File: config.mk
export PLATFORM = sky130hd
export DESIGN_NAME = sdi_init_seq
export DESIGN_NICKNAME = d
export VERILOG_FILES = /design/src/rtl/sdi_pkg.sv /design/src/rtl/sdi_cmd_build.sv /design/src/rtl/sdi_reply_class.sv /design/src/rtl/sdi_poll_timer.sv /design/src/rtl/sdi_init_seq.sv
export SDC_FILE = /design/constraint.sdc
export NUM_CORES = 1
export LEC_CHECK = 0
export CAP_MARGIN = 20
export CORE_MARGIN = 3
export CORE_UTILIZATION = 41
export CTS_CLUSTER_DIAMETER = 100
export DETAILED_ROUTE_END_ITERATION = 12
export HOLD_SLACK_MARGIN = 0.06
export PLACE_DENSITY = 0.81
export SETUP_SLACK_MARGIN = 0.4
export SLEW_MARGIN = 20
export SYNTH_ARGS = -nofsm -noshare
export SYNTH_HDL_FRONTEND = slang
export SYNTH_SLANG_ARGS = --single-unit
File: constraint.sdc
create_clock -name clk -period 2.6 [get_ports clk]
set_input_delay 0.52 -clock clk [delete_from_list [all_inputs] [get_ports clk]]
set_output_delay 0.52 -clock clk [all_outputs]
set_load 0.01 [all_outputs]
File: src/rtl/sdi_pkg.sv
// Shared types and constants for the card SPI-mode initialization sequencer.
// Assumes replies follow the single-byte status layout: bit 0 idle, bit 2 illegal command.
package sdi_pkg;

    // Top-level activity of the sequencer
    typedef enum logic [2:0] {
        PH_IDLE,
        PH_WAKE_GO,
        PH_WAKE_WAIT,
        PH_SEND,
        PH_WAIT,
        PH_DONE,
        PH_FAIL
    } phase_t;

    // Which command the sequencer is on
    typedef enum logic [2:0] {
        ST_RESET,
        ST_IFCOND,
        ST_APPCMD,
        ST_APPINIT,
        ST_OPINIT,
        ST_READOCR,
        ST_BLKLEN
    } step_t;

    // Reported card generation
    typedef enum logic [1:0] {
        CARD_LEGACY = 2'd0,
        CARD_V1     = 2'd1,
        CARD_V2_STD = 2'd2,
        CARD_V2_HC  = 2'd3
    } card_t;

    // One command frame handed to the engine
    typedef struct packed {
        logic [5:0]  index;
        logic [31:0] arg;
        logic [7:0]  crc;
        logic        long_rsp;
    } cmd_frame_t;

    localparam logic [7:0]  R1_IDLE      = 8'h01;
    localparam logic [7:0]  R1_READY     = 8'h00;
    localparam int          R1_ILLEGAL   = 2;
    localparam int          R1_START_BIT = 7;
    localparam logic [11:0] IF_ECHO      = 12'h1AA;
    localparam int          CAP_BIT      = 30;
    localparam int          BLOCK_BYTES  = 512;
    localparam logic [7:0]  CRC_RESET    = 8'h95;
    localparam logic [7:0]  CRC_IFCOND   = 8'h87;
    localparam logic [7:0]  CRC_DONTCARE = 8'h01;

endpackage

File: src/rtl/sdi_cmd_build.sv
// Builds the command frame for the current step of the sequence.
// Assumes CRC is only checked by the card on the reset and interface-probe commands;
// the other frames carry just the end bit in the CRC byte.
module sdi_cmd_build
    import sdi_pkg::*;
(
    input  step_t      step,
    input  logic       gen2,
    output cmd_frame_t frame
);

    // Select index, argument, CRC and reply length for each step
    always_comb begin : frame_select
        frame = '{index: 6'd0, arg: 32'd0, crc: CRC_DONTCARE, long_rsp: 1'b0};
        unique case (step)
            ST_RESET:   frame = '{index: 6'd0,  arg: 32'd0, crc: CRC_RESET, long_rsp: 1'b0};
            ST_IFCOND:  frame = '{index: 6'd8,  arg: {20'd0, IF_ECHO}, crc: CRC_IFCOND, long_rsp: 1'b1};
            ST_APPCMD:  frame = '{index: 6'd55, arg: 32'd0, crc: CRC_DONTCARE, long_rsp: 1'b0};
            ST_APPINIT: frame = '{index: 6'd41, arg: (gen2 ? (32'd1 << CAP_BIT) : 32'd0),
                                  crc: CRC_DONTCARE, long_rsp: 1'b0};
            ST_OPINIT:  frame = '{index: 6'd1,  arg: 32'd0, crc: CRC_DONTCARE, long_rsp: 1'b0};
            ST_READOCR: frame = '{index: 6'd58, arg: 32'd0, crc: CRC_DONTCARE, long_rsp: 1'b1};
            ST_BLKLEN:  frame = '{index: 6'd16, arg: 32'(BLOCK_BYTES), crc: CRC_DONTCARE, long_rsp: 1'b0};
            default:    frame = '{index: 6'd0,  arg: 32'd0, crc: CRC_RESET, long_rsp: 1'b0};
        endcase
    end

endmodule

File: src/rtl/sdi_reply_class.sv
// Classifies a reply from the command engine into the few cases the sequencer branches on.
// Assumes a reply with the top bit set is not a valid status byte.
module sdi_reply_class
    import sdi_pkg::*;
(
    input  logic [7:0]  r1,
    input  logic [31:0] word,
    input  logic        none,
    output logic        is_idle,
    output logic        is_ready,
    output logic        is_illegal,
    output logic        echo_ok,
    output logic        cap_set
);

    logic unused_word_bits;

    // Decode the status byte and the fields of the trailing word
    always_comb begin : classify
        is_idle    = !none && (r1 == R1_IDLE);
        is_ready   = !none && (r1 == R1_READY);
        is_illegal = !none && r1[R1_ILLEGAL] && !r1[R1_START_BIT];
        echo_ok    = (word[11:0] == IF_ECHO);
        cap_set    = word[CAP_BIT];
    end

    assign unused_word_bits = ^{word[31], word[29:12]};

endmodule

File: src/rtl/sdi_poll_timer.sv
// Counts idle replies during initialization polling and flags the last allowed one.
// Assumes clr and bump are never asserted in the same cycle.
module sdi_poll_timer #(
    parameter int LIMIT = 20000
) (
    input  logic clk,
    input  logic rst_n,
    input  logic clr,
    input  logic bump,
    output logic last
);

    localparam int CW = $clog2(LIMIT + 1);

    logic [CW-1:0] cnt;

    // Advance the idle-reply count, cleared at each new sequence
    always_ff @(posedge clk) begin : count_polls
        if (!rst_n || clr) begin
            cnt <= '0;
        end else if (bump && !last) begin
            cnt <= cnt + 1'b1;
        end
    end

    assign last = (cnt == CW'(LIMIT - 1));

    assert_poll_bound_R8: assert property (@(posedge clk) disable iff (!rst_n)
        cnt <= CW'(LIMIT - 1));

endmodule

File: src/rtl/sdi_init_seq.sv
// Card SPI-mode initialization sequencer. Orders a command engine through wake-up
// clocks, reset, interface probe, bounded initialization polling with fallback,
// OCR read and block-length setting, then reports card type and addressing mode.
// Assumes the engine answers each request with exactly one done pulse, at least
// one cycle after the request.
module sdi_init_seq
    import sdi_pkg::*;
#(
    parameter int POLL_LIMIT  = 20000,
    parameter int WAKE_CLOCKS = 80,
    localparam int WAKE_W     = $clog2(WAKE_CLOCKS + 1)
) (
    input  logic              clk,
    input  logic              rst_n,
    input  logic              start,
    output logic              wake_go,
    output logic [WAKE_W-1:0] wake_len,
    input  logic              wake_done,
    output logic              cmd_go,
    output logic [5:0]        cmd_index,
    output logic [31:0]       cmd_arg,
    output logic [7:0]        cmd_crc,
    output logic              cmd_long,
    input  logic              cmd_done,
    input  logic [7:0]        rsp_r1,
    input  logic [31:0]       rsp_word,
    input  logic              rsp_none,
    output logic              fast_clk,
    output logic              ready,
    output logic              error,
    output logic [1:0]        card_type,
    output logic              block_addr
);

    phase_t     phase;
    step_t      step;
    logic       gen2, legacy, woke;
    logic       ready_q, error_q, fast_q, blk_q;
    card_t      type_q;
    cmd_frame_t frame;

    logic is_idle, is_ready, is_illegal, echo_ok, cap_set;
    logic poll_last, poll_bump, take_start, reply_in;
    logic dec_fail, dec_done, set_gen2, set_legacy, set_hc;
    step_t dec_step;
    card_t done_type;

    sdi_cmd_build u_build (
        .step  (step),
        .gen2  (gen2),
        .frame (frame)
    );

    sdi_reply_class u_class (
        .r1         (rsp_r1),
        .word       (rsp_word),
        .none       (rsp_none),
        .is_idle    (is_idle),
        .is_ready   (is_ready),
        .is_illegal (is_illegal),
        .echo_ok    (echo_ok),
        .cap_set    (cap_set)
    );

    sdi_poll_timer #(.LIMIT(POLL_LIMIT)) u_poll (
        .clk   (clk),
        .rst_n (rst_n),
        .clr   (take_start),
        .bump  (reply_in && poll_bump),
        .last  (poll_last)
    );

    assign take_start = start && (phase == PH_IDLE || phase == PH_DONE || phase == PH_FAIL);
    assign reply_in   = (phase == PH_WAIT) && cmd_done;

    // Decide the next step from the reply to the current command
    always_comb begin : reply_decode
        dec_fail   = 1'b0;
        dec_done   = 1'b0;
        dec_step   = step;
        set_gen2   = 1'b0;
        set_legacy = 1'b0;
        set_hc     = 1'b0;
        poll_bump  = 1'b0;
        unique case (step)
            ST_RESET: begin
                if (is_idle) dec_step = ST_IFCOND;
                else         dec_fail = 1'b1;
            end
            ST_IFCOND: begin
                if (is_illegal) begin
                    dec_step = ST_APPCMD;
                end else if (is_idle && echo_ok) begin
                    set_gen2 = 1'b1;
                    dec_step = ST_APPCMD;
                end else begin
                    dec_fail = 1'b1;
                end
            end
            ST_APPCMD: begin
                if (is_illegal) begin
                    set_legacy = 1'b1;
                    dec_step   = ST_OPINIT;
                end else if (is_idle || is_ready) begin
                    dec_step = ST_APPINIT;
                end else begin
                    dec_fail = 1'b1;
                end
            end
            ST_APPINIT: begin
                if (is_ready) begin
                    dec_step = gen2 ? ST_READOCR : ST_BLKLEN;
                end else if (is_idle) begin
                    if (poll_last) begin
                        dec_fail = 1'b1;
                    end else begin
                        poll_bump = 1'b1;
                        dec_step  = ST_APPCMD;
                    end
                end else if (is_illegal) begin
                    set_legacy = 1'b1;
                    dec_step   = ST_OPINIT;
                end else begin
                    dec_fail = 1'b1;
                end
            end
            ST_OPINIT: begin
                if (is_ready) begin
                    dec_step = ST_BLKLEN;
                end else if (is_idle && !poll_last) begin
                    poll_bump = 1'b1;
                end else begin
                    dec_fail = 1'b1;
                end
            end
            ST_READOCR: begin
                if (is_ready && cap_set) begin
                    set_hc   = 1'b1;
                    dec_done = 1'b1;
                end else if (is_ready) begin
                    dec_step = ST_BLKLEN;
                end else begin
                    dec_fail = 1'b1;
                end
            end
            ST_BLKLEN: begin
                if (is_ready) dec_done = 1'b1;
                else          dec_fail = 1'b1;
            end
            default: dec_fail = 1'b1;
        endcase
    end

    // Work out the type to report when the sequence completes
    always_comb begin : type_select
        if (legacy)      done_type = CARD_LEGACY;
        else if (!gen2)  done_type = CARD_V1;
        else if (set_hc) done_type = CARD_V2_HC;
        else             done_type = CARD_V2_STD;
    end

    // Main sequencing register: phase, step, path flags and results
    always_ff @(posedge clk) begin : seq_main
        if (!rst_n) begin
            phase   <= PH_IDLE;
            step    <= ST_RESET;
            gen2    <= 1'b0;
            legacy  <= 1'b0;
            woke    <= 1'b0;
            ready_q <= 1'b0;
            error_q <= 1'b0;
            fast_q  <= 1'b0;
            blk_q   <= 1'b0;
            type_q  <= CARD_LEGACY;
        end else begin
            unique case (phase)
                PH_IDLE, PH_DONE, PH_FAIL: begin
                    if (take_start) begin
                        phase   <= PH_WAKE_GO;
                        step    <= ST_RESET;
                        gen2    <= 1'b0;
                        legacy  <= 1'b0;
                        woke    <= 1'b0;
                        ready_q <= 1'b0;
                        error_q <= 1'b0;
                        fast_q  <= 1'b0;
                        blk_q   <= 1'b0;
                        type_q  <= CARD_LEGACY;
                    end
                end
                PH_WAKE_GO: phase <= PH_WAKE_WAIT;
                PH_WAKE_WAIT: begin
                    if (wake_done) begin
                        woke  <= 1'b1;
                        step  <= ST_RESET;
                        phase <= PH_SEND;
                    end
                end
                PH_SEND: phase <= PH_WAIT;
                PH_WAIT: begin
                    if (cmd_done) begin
                        if (dec_fail) begin
                            phase   <= PH_FAIL;
                            error_q <= 1'b1;
                        end else if (dec_done) begin
                            phase   <= PH_DONE;
                            ready_q <= 1'b1;
                            fast_q  <= 1'b1;
                            type_q  <= done_type;
                            blk_q   <= set_hc;
                        end else begin
                            step  <= dec_step;
                            phase <= PH_SEND;
                            if (set_gen2) gen2 <= 1'b1;
                            if (set_legacy) begin
                                legacy <= 1'b1;
                                gen2   <= 1'b0;
                            end
                        end
                    end
                end
                default: phase <= PH_FAIL;
            endcase
        end
    end

    assign wake_go    = (phase == PH_WAKE_GO);
    assign wake_len   = WAKE_W'(WAKE_CLOCKS);
    assign cmd_go     = (phase == PH_SEND);
    assign cmd_index  = frame.index;
    assign cmd_arg    = frame.arg;
    assign cmd_crc    = frame.crc;
    assign cmd_long   = frame.long_rsp;
    assign fast_clk   = fast_q;
    assign ready      = ready_q;
    assign error      = error_q;
    assign card_type  = type_q;
    assign block_addr = blk_q;

    assert_wake_first_R2: assert property (@(posedge clk) disable iff (!rst_n)
        cmd_go |-> woke);
    assert_one_request_R2: assert property (@(posedge clk) disable iff (!rst_n)
        $onehot0({cmd_go, wake_go}));
    assert_reset_crc_R3: assert property (@(posedge clk) disable iff (!rst_n)
        (cmd_go && cmd_index == 6'd0) |-> (cmd_crc == CRC_RESET));
    assert_probe_frame_R4: assert property (@(posedge clk) disable iff (!rst_n)
        (cmd_go && cmd_index == 6'd8) |-> (cmd_crc == CRC_IFCOND && cmd_long));
    assert_go_pulse_R6: assert property (@(posedge clk) disable iff (!rst_n)
        cmd_go |=> !cmd_go);
    assert_blk_hc_R9: assert property (@(posedge clk) disable iff (!rst_n)
        block_addr |-> (card_type == 2'd3));
    assert_fast_ready_R11: assert property (@(posedge clk) disable iff (!rst_n)
        fast_clk |-> ready);
    assert_flags_exclusive_R12: assert property (@(posedge clk) disable iff (!rst_n)
        !(ready && error));
    assert_quiet_fail_R12: assert property (@(posedge clk) disable iff (!rst_n)
        (error && !start) |=> !cmd_go);

endmodule

---- Yosys cells after proc, flatten, opt, wreduce, memory -nomap -nowiden ----
Index checks and enable logic that the tools add are counted.
Widths: inputs -> output; s select.
storage, ports and cells
  bits of input ports ..................... 46
  output and inout port bits .............. 62
  register bits after elaboration ......... 28
  word-level logic and storage cells ...... 161
operators by class
  add/sub/neg operators ................... 1
  mux-type cells .......................... 89
  equality and inequality tests ........... 31
  reduce and logical (&&, ||, !) cells .... 31
operator list
  operator               count
  $pmux 47 s6            1
  $mux 3                 21
  $mux 1                 46
  $mux 31                1
  $eq 3x3->1 const B     6
  $pmux 3 s6             1
  $pmux 1 s2             8
  $add 15x1->15 const B  1
  $eq 15x15->1 const B   1
  $pmux 3 s5             1
  $mux 2                 7
  $ne 2x2->1 const B     7
  $reduce_and 13->1      1
  $eq 12x9->1 const B    1
  $eq 3x2->1 const B     4
  $reduce_and 6->1       2
  $logic_and 1x1->1      11
  $ne 5x5->1 const B     2
  $ne 3x3->1 const B     3
  $pmux 3 s3             1
  $eq 8x1->1 const B     1
  $logic_not 8->1        1
  $ne 4x4->1 const B     2
  $ne 7x1->1 const B     1
  other kinds (13)       21

---- Longest topological paths before layout ----
  word-level depth ........................ 12
  gate-level depth with buffers ........... 7

---- Hierarchy ----
A second synthesis with hierarchy kept.
second synthesis, totals
  cell total of the unflattened synthesis .. 304
  area total of the unflattened synthesis .. 2356.0 um^2
modules (own cells, without submodules)
  module           instances  cells each  area an instance (um^2)  seq. area each (um^2)
  sdi_init_seq     1          147         1123.6                   260.2
  sdi_poll_timer   1          89          757.0                    300.3
  sdi_cmd_build    1          57          382.9                    0.0
  sdi_reply_class  1          11          92.6                     0.0

---- Worst setup path after synthesis ----
No wires, ideal clock.
  path kind ............................... input -> register
  start ................................... input port rsp_word[9]
  end ..................................... register step[0]
  setup slack ............................. 0.410 ns
  stages on the path ...................... 5
  arrival time ............................ 2.119 ns
  buffers on the path ..................... 0
  cells stage by stage .................... or4b_2 -> nor3_1 -> o22ai_1 -> a2111oi_4 -> mux2i_1
between the ends
  cells in the longest elaborated chain, start to end .. 7
RTL lines
  item                                    RTL line               text
  start: declaration                      sdi_init_seq.sv:26     input logic [31:0] rsp_word,
  $eq 12x9->1 (*)                         sdi_reply_class.sv:23  echo_ok = (word[11:0] == IF_ECHO);
  $logic_and 1x1->1 (*)                   sdi_init_seq.sv:93     end else if (is_idle && echo_ok) begin
  $mux 1                                  sdi_init_seq.sv:93
  $mux 1                                  sdi_init_seq.sv:91     if (is_illegal) begin
  $pmux 1 s7                              sdi_init_seq.sv:85     unique case (step)
  $ne 2x2->1 (no source line)             --
  $reduce_and 13->1 (no source line) (*)  --
  end signal: assignment                  sdi_init_seq.sv:212    step <= dec_step;
  end: declaration                        sdi_init_seq.sv:36     step_t step;
Every way passes the cells marked *; elsewhere a longest branch is shown, timed or not.
A chain may end at the register's enable or synchronous reset.

---- Final worst setup path ----
  start ................................... register step[2]
  end ..................................... output port cmd_index[0]
between the ends
  cells in the longest elaborated chain, start to end .. 2
RTL lines
  item                                RTL line             text
  $eq 3x3->1 (tied with other cells)  sdi_cmd_build.sv:15  unique case (step)
  $pmux 47 s6 (*)                     sdi_cmd_build.sv:15
  end: declaration                    sdi_init_seq.sv:20   output logic [5:0] cmd_index,
Marks and branches as above.

==> impl_results.md <==
* Final hold vios at 0
* Final Max Slew Viols at 0
* First-pass GRT wire length at 8200 µm
* RD Place Congestion at 0.947
* CTS Root Cell: clkbuf_8
* Share of cells above drive strength 1 at 19.9%
* Worst Path Arrival at 1620 ps
* Vias per inst at 5.05
* Layout area overhead at 32.1%
* Hold slack at 463 ps
* Residual DRC at 0
* Initial antenna violation count at 0
* Slowest cell on crit path: or3_1
* DR pass1 iterations at 4
* FF-to-FF Start: step[2]
* CORE AREA at 4880 µm²
* WL per Instance at 13.0 µm
* Crit start category: register
* PD cells at 302 nW/µm²
* Busiest metal layer after global routing: met2
* FF+latch area at 573 µm²
* Clock latency on the worst-skew pair at 270 ps
* Grt met2 use at 26.0%
* Fmax at 467 MHz
* Register bit count reported by yosys at 28
* Origin of the worst min-delay path: error
* R2R setup slack at 550 ps
* Die W at 78.4 µm
* Leakage dissipation at 1.24 nW
* Seq/Total Area, Yosys at 26.1%
* Commonest non-fill, non-tap cell in the layout: conb_1
* Hpwl dp at 3850 µm
* Nets at 385
* Max rail drop VDD at 222 µV
* Number of synthesis warnings at 0
* Ys async rst share at 0%
* Slowest stage delay, CP at 430 ps
* Starting Density at 44.1%
* Routed wire length at 5240 µm
* CTS Buf Count at 3
* Setup TNS Final at 0 ps
* Fin worst setup slack at 458 ps
* 1st-iter DRT viols at 122
* Pre-CTS setup slack at -203 ps
* Leading area contributor after synthesis: dfxtp_1
* Design area at 2840 µm²
* Largest net degree at the start of global routing at 20
* Htree depth at 1
* Critical Path End Type: output port
* Routed via count at 2037
* Worst Clk Skew at 2.99 ps
* R2R depth at 9
* GRT met1 Usage at 22.3%
* Routed Antenna Nets at 0
* Multi-input gate area at 1420 µm²
* RSZ-0062 raised after global routing: yes
* Global Route met3 Usage at 2.29%
* # setup viols final at 0
* Primary FF master, synth: dfxtp_1
* # fillers at 475
* Most frequent cells in the layout: conb_1, nor2_1, nand2_1, buf_4, dfxtp_1
* Tcrit/Tclk final at 82.4%
* Diodes inserted at 0
* Clk pin slew, worst setup/hold paths at 90 ps
* Non-Filler Instances at 403
* Mean Syn Cell Area at 7.90 µm²
* IO Pins at 108
* Cell area after placement at 2640 µm²
* Number of global-route vias before repair at 1752
* Gr ovfl total at 0
* Synth top area share at 26.1%
* Die footprint at 6150 µm²
* Post-Synthesis Cells at 272
* Dpl cells at 389
* Worst Hold Class: register to register
* Critical path required time at 2080 ps
* Max Root-Sink Buffers at 2
* Total track usage at 16.0%
* Mapped Area at 2150 µm²
* EDFF count, synth at 0
* Crit-path cells: inv_1 -> or3_1 -> o21ai_0 -> dlygate4sd2_1
* Period minus WS final at 2140 ps
* Max Cap Violations at 0
* Top cells by area, synth: dfxtp_1, buf_4, nor2_1
* Outcome: complete, no violations
* Critical path class: register to output port
* Port buffer count at 52
* Crit-path max FO at 9
* R2R Path End: u_poll.cnt[11]
* Clock Sinks at 28
* Row Count at 25
* TritonCTS clock tree: yes
* Hold EP: error
* Die Y at 78.4 µm
* Synth unique cells at 51
* Critical Path Source: step[2]
* WHS Path Cells at 2
## power breakdown
part / leakage (nW) / switching (mW) / internal (mW)
Combinational: 0.988 / 0.0971 / 0.0742
Sequential: 0.230 / 0.0184 / 0.436
Clock: 0.0216 / 0.128 / 0.104
## flip-flops by register name (all words and copies together) (netlist names)
signal,count
phase,3
gen2,1
legacy,1
fast_clk,1
u_poll.cnt,15
block_addr,1
card_type,2
error,1
step,3
## cells by family (layout without fill, tap and decap cells)
kind of cell,after synthesis,count (layout),synth area share (%)
buffers and inverters,58,88,17.8
adders and majority gates,1,1,0.582
other,2,36,0.349
AOI/OAI and AO/OA,41,41,14.3
DFF,28,28,26.1
muxes,6,6,2.79
and+or+nand+nor,121,121,32.0
xor gates and xnor gates,15,15,6.11
## routing by layer
metal / vias to the layer above / wire length [µm]
met3: 6 / 404
met1: 940 / 2390
li1: 1001 / -
met4: 0 / 74
met2: 90 / 2370
met5: - / 0
## final cells by class
type | instances | share of cell area, %
flip-flops and latches | 28 | 20.2
clock buffers | 3 | 1.45
repair buffers | 79 | 24.7
inverters | 6 | 0.925
multi-input cells | 220 | 49.8
well taps | 67 | 2.95
## stage by stage
stage | power, mW | util [%]
6_report | 0.858 | 58.2
5_1_grt | 0.902 | 58.2
4_1_cts | 0.862 | 56.4
3_5_place_dp | 0.638 | 54.1
3_3_place_gp | 0.633 | 54.1
2_1_floorplan | 0.601 | -
## synth_stat cells (all sizes together), types with 3 or more instances
cell type and instances:
buf 44, nor2 33, dfxtp 28, nand2 26, xor2 13, o21ai 12, nand3 10, clkbuf 8
a21oi 7, and2 7, inv 6, mux2i 6, nor3 6, nand2b 5, nand4 5, nor4 5
or4b 4, a211oi 3, and4 3, or2 3, or3 3
## how the worst max path moves through the flow
stage                     slack, ps      endpoint  depth (start not counted)
final                           460  cmd_index[0]                          4
after global routing            350       step[0]                          7
after CTS                       200   cmd_arg[30]                          4
after detailed placement       -200       step[0]                          6
after global placement         -190       step[2]                          6
after floorplan                 410       step[0]                          5
## critical path, delay by kind of cell (launching register included)
family	cells	cell delay, ps
compound gates	1	90
simple gates	1	430
buf+inv	2	420
flops	1	410
## timing repair
item                                    CTS  global route
endpoints found under the setup margin   35            27
pin swaps                                 9             8
gates resized for setup                  44            31
setup buffers                             3             8
cloned                                    0             0
hold buffers                              0             0
Power figures use the tool's default switching activity.
